### config.mk
export PLATFORM = sky130hd
export DESIGN_NAME = cost_lru_victim
export DESIGN_NICKNAME = d
export VERILOG_FILES = /design/src/rtl/cost_lru_pkg.sv /design/src/rtl/cost_lru_stack.sv /design/src/rtl/cost_lru_score.sv /design/src/rtl/cost_lru_argmin.sv /design/src/rtl/cost_lru_victim.sv
export SDC_FILE = /design/constraint.sdc
export NUM_CORES = 1
export LEC_CHECK = 0
export ABC_AREA = 1
export ABC_CLOCK_PERIOD_IN_PS = 77700
export BUFFER_PORTS_ARGS = -buffer_cell sky130_fd_sc_hd__clkbuf_2
export CAP_MARGIN = 5
export CORE_ASPECT_RATIO = 1.4
export CORE_MARGIN = 8
export CORE_UTILIZATION = 51
export CTS_BUF_LIST = sky130_fd_sc_hd__clkbuf_8
export CTS_CLUSTER_SIZE = 16
export DETAILED_ROUTE_END_ITERATION = 16
export GPL_TIMING_DRIVEN = 0
export PLACE_DENSITY = 0.68
export SLEW_MARGIN = 15
export SYNTH_ARGS = -nofsm -noshare
export SYNTH_HDL_FRONTEND = slang
export SYNTH_SLANG_ARGS = --single-unit
### constraint.sdc
create_clock -name clk -period 77.7 [get_ports clk]
set_input_delay 11.655 -clock clk [delete_from_list [all_inputs] [get_ports clk]]
set_output_delay 11.655 -clock clk [all_outputs]
set_load 0.01 [all_outputs]
### src/rtl/cost_lru_pkg.sv
package cost_lru_pkg;

    // Set occupancy: empty ways remain, or every way holds a line.
    typedef enum logic [0:0] {
        ST_FILLING = 1'b0,
        ST_FULL    = 1'b1
    } fill_state_e;

endpackage

### src/rtl/cost_lru_stack.sv
module cost_lru_stack #(
    parameter  int unsigned WAYS   = 16,
    parameter  int unsigned COST_W = 3,
    localparam int unsigned REC_W  = $clog2(WAYS)
) (
    input  logic                           clk,
    input  logic                           rst_n,
    input  logic                           acc_en,
    input  logic                           acc_fill,
    input  logic [REC_W-1:0]               acc_way,
    input  logic [COST_W-1:0]              fill_cost,
    output logic [WAYS-1:0][REC_W-1:0]     rec_o,
    output logic [WAYS-1:0][COST_W-1:0]    cost_o,
    output logic [WAYS-1:0]                valid_o
);

    localparam logic [REC_W-1:0] MRU_POS = REC_W'(WAYS - 1);

    logic [WAYS-1:0][REC_W-1:0]  rec_q;
    logic [WAYS-1:0][COST_W-1:0] cost_q;
    logic [WAYS-1:0]             valid_q;
    logic [REC_W-1:0]            old_pos;

    assign old_pos = rec_q[acc_way];

    // Recency stack: accessed way to the top, ways above it slide down.
    always_ff @(posedge clk or negedge rst_n) begin
        if (!rst_n) begin
            for (int i = 0; i < WAYS; i++) begin
                rec_q[i] <= REC_W'(i);
            end
        end else if (acc_en) begin
            for (int i = 0; i < WAYS; i++) begin
                if (acc_way == REC_W'(i)) begin
                    rec_q[i] <= MRU_POS;
                end else if (rec_q[i] > old_pos) begin
                    rec_q[i] <= rec_q[i] - 1'b1;
                end
            end
        end
    end

    // Line occupancy and stored cost change only on a fill.
    always_ff @(posedge clk or negedge rst_n) begin
        if (!rst_n) begin
            valid_q <= '0;
            cost_q  <= '0;
        end else if (acc_en && acc_fill) begin
            valid_q[acc_way] <= 1'b1;
            cost_q[acc_way]  <= fill_cost;
        end
    end

    assign rec_o   = rec_q;
    assign cost_o  = cost_q;
    assign valid_o = valid_q;

    logic [WAYS-1:0] pos_seen;
    always_comb begin
        pos_seen = '0;
        for (int i = 0; i < WAYS; i++) begin
            pos_seen[rec_q[i]] = 1'b1;
        end
    end

    AST_MRU_ON_ACCESS: assert property (@(posedge clk) disable iff (!rst_n)
        acc_en |=> rec_q[$past(acc_way)] == MRU_POS);

    AST_STACK_IS_PERMUTATION: assert property (@(posedge clk) disable iff (!rst_n)
        $countones(pos_seen) == WAYS);

    AST_FILL_STORES_COST: assert property (@(posedge clk) disable iff (!rst_n)
        (acc_en && acc_fill) |=> (cost_q[$past(acc_way)] == $past(fill_cost)) && valid_q[$past(acc_way)]);

    AST_HIT_KEEPS_COST: assert property (@(posedge clk) disable iff (!rst_n)
        (acc_en && !acc_fill) |=> $stable(cost_q));

endmodule

### src/rtl/cost_lru_score.sv
module cost_lru_score #(
    parameter  int unsigned WAYS     = 16,
    parameter  int unsigned COST_W   = 3,
    parameter  int unsigned WEIGHT_W = 3,
    localparam int unsigned REC_W    = $clog2(WAYS),
    localparam int unsigned SCORE_W  = REC_W + COST_W + WEIGHT_W
) (
    input  logic [WAYS-1:0][REC_W-1:0]    rec_i,
    input  logic [WAYS-1:0][COST_W-1:0]   cost_i,
    input  logic [WEIGHT_W-1:0]           weight_i,
    output logic [WAYS-1:0][SCORE_W-1:0]  score_o
);

    // One exact adder-multiplier per way; width covers the full product.
    for (genvar g = 0; g < WAYS; g++) begin : g_way
        assign score_o[g] = SCORE_W'(rec_i[g]) + (SCORE_W'(cost_i[g]) * SCORE_W'(weight_i));
    end

endmodule

### src/rtl/cost_lru_argmin.sv
module cost_lru_argmin #(
    parameter  int unsigned WAYS    = 16,
    parameter  int unsigned SCORE_W = 10,
    localparam int unsigned REC_W   = $clog2(WAYS),
    localparam int unsigned KEY_W   = SCORE_W + REC_W
) (
    input  logic [WAYS-1:0][SCORE_W-1:0] score_i,
    input  logic [WAYS-1:0][REC_W-1:0]   rec_i,
    output logic [REC_W-1:0]             best_o
);

    logic [KEY_W-1:0] best_key;
    logic [KEY_W-1:0] cand_key;

    // Key orders by score, then by stack position; scanning upward with a
    // strict compare leaves any remaining tie on the lower index.
    always_comb begin
        best_key = {score_i[0], rec_i[0]};
        best_o   = '0;
        cand_key = '0;
        for (int i = 1; i < WAYS; i++) begin
            cand_key = {score_i[i], rec_i[i]};
            if (cand_key < best_key) begin
                best_key = cand_key;
                best_o   = REC_W'(i);
            end
        end
    end

endmodule

### src/rtl/cost_lru_victim.sv
module cost_lru_victim
    import cost_lru_pkg::*;
#(
    parameter  int unsigned WAYS     = 16,
    parameter  int unsigned COST_W   = 3,
    parameter  int unsigned WEIGHT_W = 3,
    localparam int unsigned REC_W    = $clog2(WAYS),
    localparam int unsigned SCORE_W  = REC_W + COST_W + WEIGHT_W
) (
    input  logic                clk,
    input  logic                rst_n,
    input  logic                acc_en,
    input  logic                acc_fill,
    input  logic [REC_W-1:0]    acc_way,
    input  logic [COST_W-1:0]   fill_cost,
    input  logic [WEIGHT_W-1:0] cost_weight,
    output logic [REC_W-1:0]    victim_way
);

    logic [WAYS-1:0][REC_W-1:0]   rec;
    logic [WAYS-1:0][COST_W-1:0]  cost;
    logic [WAYS-1:0]              valid;
    logic [WAYS-1:0][SCORE_W-1:0] score;
    logic [REC_W-1:0]             best_way;
    logic [REC_W-1:0]             first_invalid;
    logic                         last_fill;
    fill_state_e                  state_q, state_d;

    cost_lru_stack #(.WAYS(WAYS), .COST_W(COST_W)) u_stack (
        .clk       (clk),
        .rst_n     (rst_n),
        .acc_en    (acc_en),
        .acc_fill  (acc_fill),
        .acc_way   (acc_way),
        .fill_cost (fill_cost),
        .rec_o     (rec),
        .cost_o    (cost),
        .valid_o   (valid)
    );

    cost_lru_score #(.WAYS(WAYS), .COST_W(COST_W), .WEIGHT_W(WEIGHT_W)) u_score (
        .rec_i    (rec),
        .cost_i   (cost),
        .weight_i (cost_weight),
        .score_o  (score)
    );

    cost_lru_argmin #(.WAYS(WAYS), .SCORE_W(SCORE_W)) u_argmin (
        .score_i (score),
        .rec_i   (rec),
        .best_o  (best_way)
    );

    // Lowest-numbered empty way.
    always_comb begin
        first_invalid = '0;
        for (int i = WAYS - 1; i >= 0; i--) begin
            if (!valid[i]) begin
                first_invalid = REC_W'(i);
            end
        end
    end

    assign last_fill = acc_en && acc_fill && (&(valid | (WAYS'(1) << acc_way)));

    always_ff @(posedge clk or negedge rst_n) begin
        if (!rst_n) begin
            state_q <= ST_FILLING;
        end else begin
            state_q <= state_d;
        end
    end

    always_comb begin
        state_d = state_q;
        unique case (state_q)
            ST_FILLING: if (last_fill) state_d = ST_FULL;
            ST_FULL:    state_d = ST_FULL;
            default:    state_d = ST_FILLING;
        endcase
    end

    always_comb begin
        unique case (state_q)
            ST_FILLING: victim_way = first_invalid;
            ST_FULL:    victim_way = best_way;
            default:    victim_way = '0;
        endcase
    end

    AST_FULL_MEANS_ALL_VALID: assert property (@(posedge clk) disable iff (!rst_n)
        (state_q == ST_FULL) |-> (&valid));

    AST_FILLING_PICKS_INVALID: assert property (@(posedge clk) disable iff (!rst_n)
        (state_q == ST_FILLING) |-> !valid[victim_way]);

    AST_ZERO_WEIGHT_IS_LRU: assert property (@(posedge clk) disable iff (!rst_n)
        (state_q == ST_FULL && cost_weight == '0) |-> (rec[victim_way] == '0));

    for (genvar j = 0; j < WAYS; j++) begin : g_chk
        AST_VICTIM_MINIMAL: assert property (@(posedge clk) disable iff (!rst_n)
            (state_q == ST_FULL) |-> (score[victim_way] <= score[j]));

        AST_TIE_TO_OLDER: assert property (@(posedge clk) disable iff (!rst_n)
            (state_q == ST_FULL && score[victim_way] == score[j]) |-> (rec[victim_way] <= rec[j]));
    end

endmodule

==> impl_results.rst <==
.. list-table::
   :header-rows: 1

   * - Metric
     - Value
   * - Result of the run
     - finished clean
   * - Clock input transition at the sequential cells of the worst setup and hold paths
     - 0.08 ns
   * - Vert. Die Dim
     - 242 µm
   * - Summed instance area of the synthesized netlist
     - ~19000 µm²
   * - Critical path's largest stage delay
     - between 0.7 and 0.8 ns
   * - CTS Sinks
     - 129
   * - Post-Synthesis Net Count
     - around 3.1k
   * - Fraction of registers with async set or reset after synthesis
     - 100%
   * - HPWL Detailed
     - between 40000 and 50000 µm
   * - Setup total negative slack
     - 0 ns
   * - Fmax achieved
     - 20.4 MHz
   * - Layout Area Growth over Synthesis
     - 6.49%
   * - Proportion of layout cells with a drive suffix above 1
     - between 5 and 6%
   * - Most used standard cells in the synthesized netlist
     - 672 x sky130_fd_sc_hd__nand2_1, 428 x sky130_fd_sc_hd__inv_1, 360 x sky130_fd_sc_hd__ha_1
   * - Mean cell area of the mapped netlist
     - around 7 µm²
   * - DRC violation count after routing
     - 0
   * - Most numerous cell in the Yosys netlist
     - sky130_fd_sc_hd__nand2_1
   * - Clock insertion delay at the later pin of the skew report
     - 0.47 ns
   * - Gate count of the mapped netlist
     - between 2k and 3k
   * - Vias after detailed routing
     - roughly 18k
   * - Number of hold violations in the final report
     - 0
   * - TritonCTS clock tree
     - yes
   * - Critical path startpoint category
     - input port
   * - Number of distinct library cell variants in the gate-level netlist after synthesis
     - 46
   * - Yosys top cell area share
     - about a quarter
   * - Slowest stage cell, crit path
     - sky130_fd_sc_hd__clkbuf_1
   * - Router iterations before antenna repair
     - 5
   * - Initial antenna violation count
     - 1
   * - Postcts setup bufs
     - 0
   * - Multi-input logic area
     - roughly 13000 µm²
   * - Flip-flop and latch area
     - 3270 µm²
   * - # Max-Cap Violations
     - 0
   * - Most common cell type on the critical path
     - sky130_fd_sc_hd__nand2_1
   * - Count of instances resized after the clock tree is built
     - 0
   * - Clock tree buffer depth
     - 2
   * - Detail Route Antenna Nets
     - 0
   * - Global-route congestion overflow total
     - 0
   * - Endpoint type of the worst setup path
     - output pin
   * - Seq/Total Area, Yosys
     - between 10% and 20%
   * - Library cell occupying the most area in the post-synthesis netlist
     - sky130_fd_sc_hd__ha_1
   * - Routability congestion estimate from global placement
     - between 0.8 and 0.9
   * - Total Nets Final
     - just over 3k
   * - Crit path time final
     - 49.07 ns
   * - Dpl cell area
     - a little under 20000 µm²
   * - Final-report setup violation count
     - 0
   * - Number of flops mapped to enable cells by yosys
     - 0
   * - Initial core utilization
     - about half
   * - Worst Path Required
     - 66.05 ns
   * - H-tree levels
     - 4
   * - I/O pin count
     - 18
   * - Worst-case headroom to the max-slew limit
     - around 17%
   * - Number of CTS-inserted buffers
     - 17
   * - Floorplan die width
     - between 150 and 200 µm
   * - Detailed-route vias per instance
     - roughly 5.6
   * - Synth Warn #
     - 0
   * - Number of buffers inserted by port buffering
     - 12
   * - Top post-synthesis cells by area
     - sky130_fd_sc_hd__ha_1 24%, sky130_fd_sc_hd__nand2_1 14%, sky130_fd_sc_hd__dfrtp_1 13%
   * - First-pass GRT wire length
     - roughly 86000 µm
   * - Total detailed-routing wirelength
     - around 53000 µm
   * - Core Region
     - between 30000 and 40000 µm²
   * - Final period util
     - 63.2%
   * - Maximum fanout along the worst path
     - 10
   * - Data arrival, critical path
     - approximately 37 ns
   * - Maximum number of pins on one net before global-route repair
     - 94
   * - Clk_skew
     - 0.00856 ns
   * - Most frequently used flop master after synthesis
     - sky130_fd_sc_hd__dfrtp_1
   * - Post-route standard cell area excluding fillers
     - 19800 µm²
   * - RSZ-0062 raised after global routing
     - no
   * - Floorplan row count
     - between 80 and 90
   * - Hold_buf cts
     - 0
   * - Number of flip-flops and latches in the synthesized netlist
     - 129
   * - Clock tree root buffer cell
     - sky130_fd_sc_hd__clkbuf_8
   * - Global router's overall resource usage
     - about a quarter
   * - Reg2reg setup slack
     - between 70 and 80 ns
   * - Final number of max-transition violations
     - 0
   * - Tightest Pin Transition
     - about 1.2 ns
   * - Category of the critical setup timing path
     - input port to output pin
   * - Total Die Area
     - 42900 µm²
   * - Average wire per standard cell
     - ~17 µm
   * - Hold Path Class
     - flop to flop
   * - Via count of the first global-routing pass
     - 17.4k
   * - DRT iter0 DRCs
     - around 1.1k
   * - Total of fill cells in the finished design
     - 3449
[kinds of logic (layout without fill, tap and decap cells)]
family / Yosys count / in the layout / share of synthesized area, %
adder cells (fa/ha/maj): 424 / 424 / 31.2
flip-flops: 129 / 129 / 17.6
XOR/XNOR: 52 / 52 / 2.45
AND/OR/NAND/NOR: 1043 / 1043 / 23.6
buffers and inverters: 487 / 535 / 10.3
other: 0 / 1 / 0
AO/OA/AOI/OAI: 503 / 503 / 14.9
[final timing paths]
check,from,end,depth (start not counted)
min,u_stack.valid_o[0],u_stack.valid_o[0],2
min in group asynchronous,rst_n,u_stack.cost_o[43],1
min reg2reg,u_stack.valid_o[0],u_stack.valid_o[0],2
max in group asynchronous,rst_n,u_stack.rec_o[39],2
max reg2reg,u_stack.rec_o[0],u_stack.rec_o[11],14
max,cost_weight[2],victim_way[2],167
[sequential cells by signal, indices dropped and copies added (netlist names)]
name and cells:
state_q 1, u_stack.cost_o 48, u_stack.valid_o 16, u_stack.rec_o 64
[layout by cell type, fill, tap and decap left out, types with 21 or more instances in the layout]
master / synthesis / routed
sky130_fd_sc_hd__xor2_1: 23 / 23
sky130_fd_sc_hd__nand2_1: 672 / 672
sky130_fd_sc_hd__nand2_2: 25 / 25
sky130_fd_sc_hd__o22ai_1: 24 / 24
sky130_fd_sc_hd__ha_1: 360 / 360
sky130_fd_sc_hd__a21oi_1: 143 / 143
sky130_fd_sc_hd__fa_1: 64 / 64
sky130_fd_sc_hd__nand3_1: 162 / 162
sky130_fd_sc_hd__inv_1: 428 / 428
sky130_fd_sc_hd__xnor2_1: 29 / 29
sky130_fd_sc_hd__clkbuf_8: 0 / 21
sky130_fd_sc_hd__nand4_1: 46 / 46
sky130_fd_sc_hd__clkbuf_1: 23 / 23
sky130_fd_sc_hd__nor2_1: 107 / 107
sky130_fd_sc_hd__dfrtp_1: 97 / 97
sky130_fd_sc_hd__o21ai_0: 248 / 248
sky130_fd_sc_hd__dfstp_2: 32 / 32
[critical path: cells and delay by family]
kind	cells	cell delay (ns)
compound gates	26	5.68
fa+ha+maj	18	6.40
buf+inv	30	5.35
simple gates	93	8.19
[per-stage QoR]
stage | util [%] | hold slack (ns) | setup WS (ns) | std cells
2_1_floorplan | - | 0.448 | 33.95 | 2638
3_3_place_gp | 53.6 | 0.475 | 28.82 | 3112
3_5_place_dp | 54.0 | 0.481 | 28.48 | 3116
4_1_cts | 55.2 | 0.499 | 28.44 | 3148
5_1_grt | 55.2 | 0.523 | 25.92 | 3149
6_report | 55.2 | 0.505 | 28.63 | 3149
[metal layers]
layer  vias up  wire length (µm)  GRT usage, %
met5         -                 0             0
met4         0              2520          12.3
met3       154              1690          2.29
met2       402             27000          44.9
met1      8363             21800          28.2
li1       8780                 -             -
[area by class of cell]
cell class / instances / area share (%)
Antenna cell: 1 / 0.0127
Buffer: 56 / 1.46
Clock buffer: 20 / 1.39
Clock inverter: 12 / 0.791
Inverter: 431 / 8.18
Multi-Input combinational cell: 2022 / 68.0
Sequential cell: 129 / 16.5
Tap cell: 462 / 2.92
Timing Repair Buffer: 16 / 0.715
Power is not shown: default switching activity piles up to over one toggle a cycle in this logic, so the estimate is an artifact.
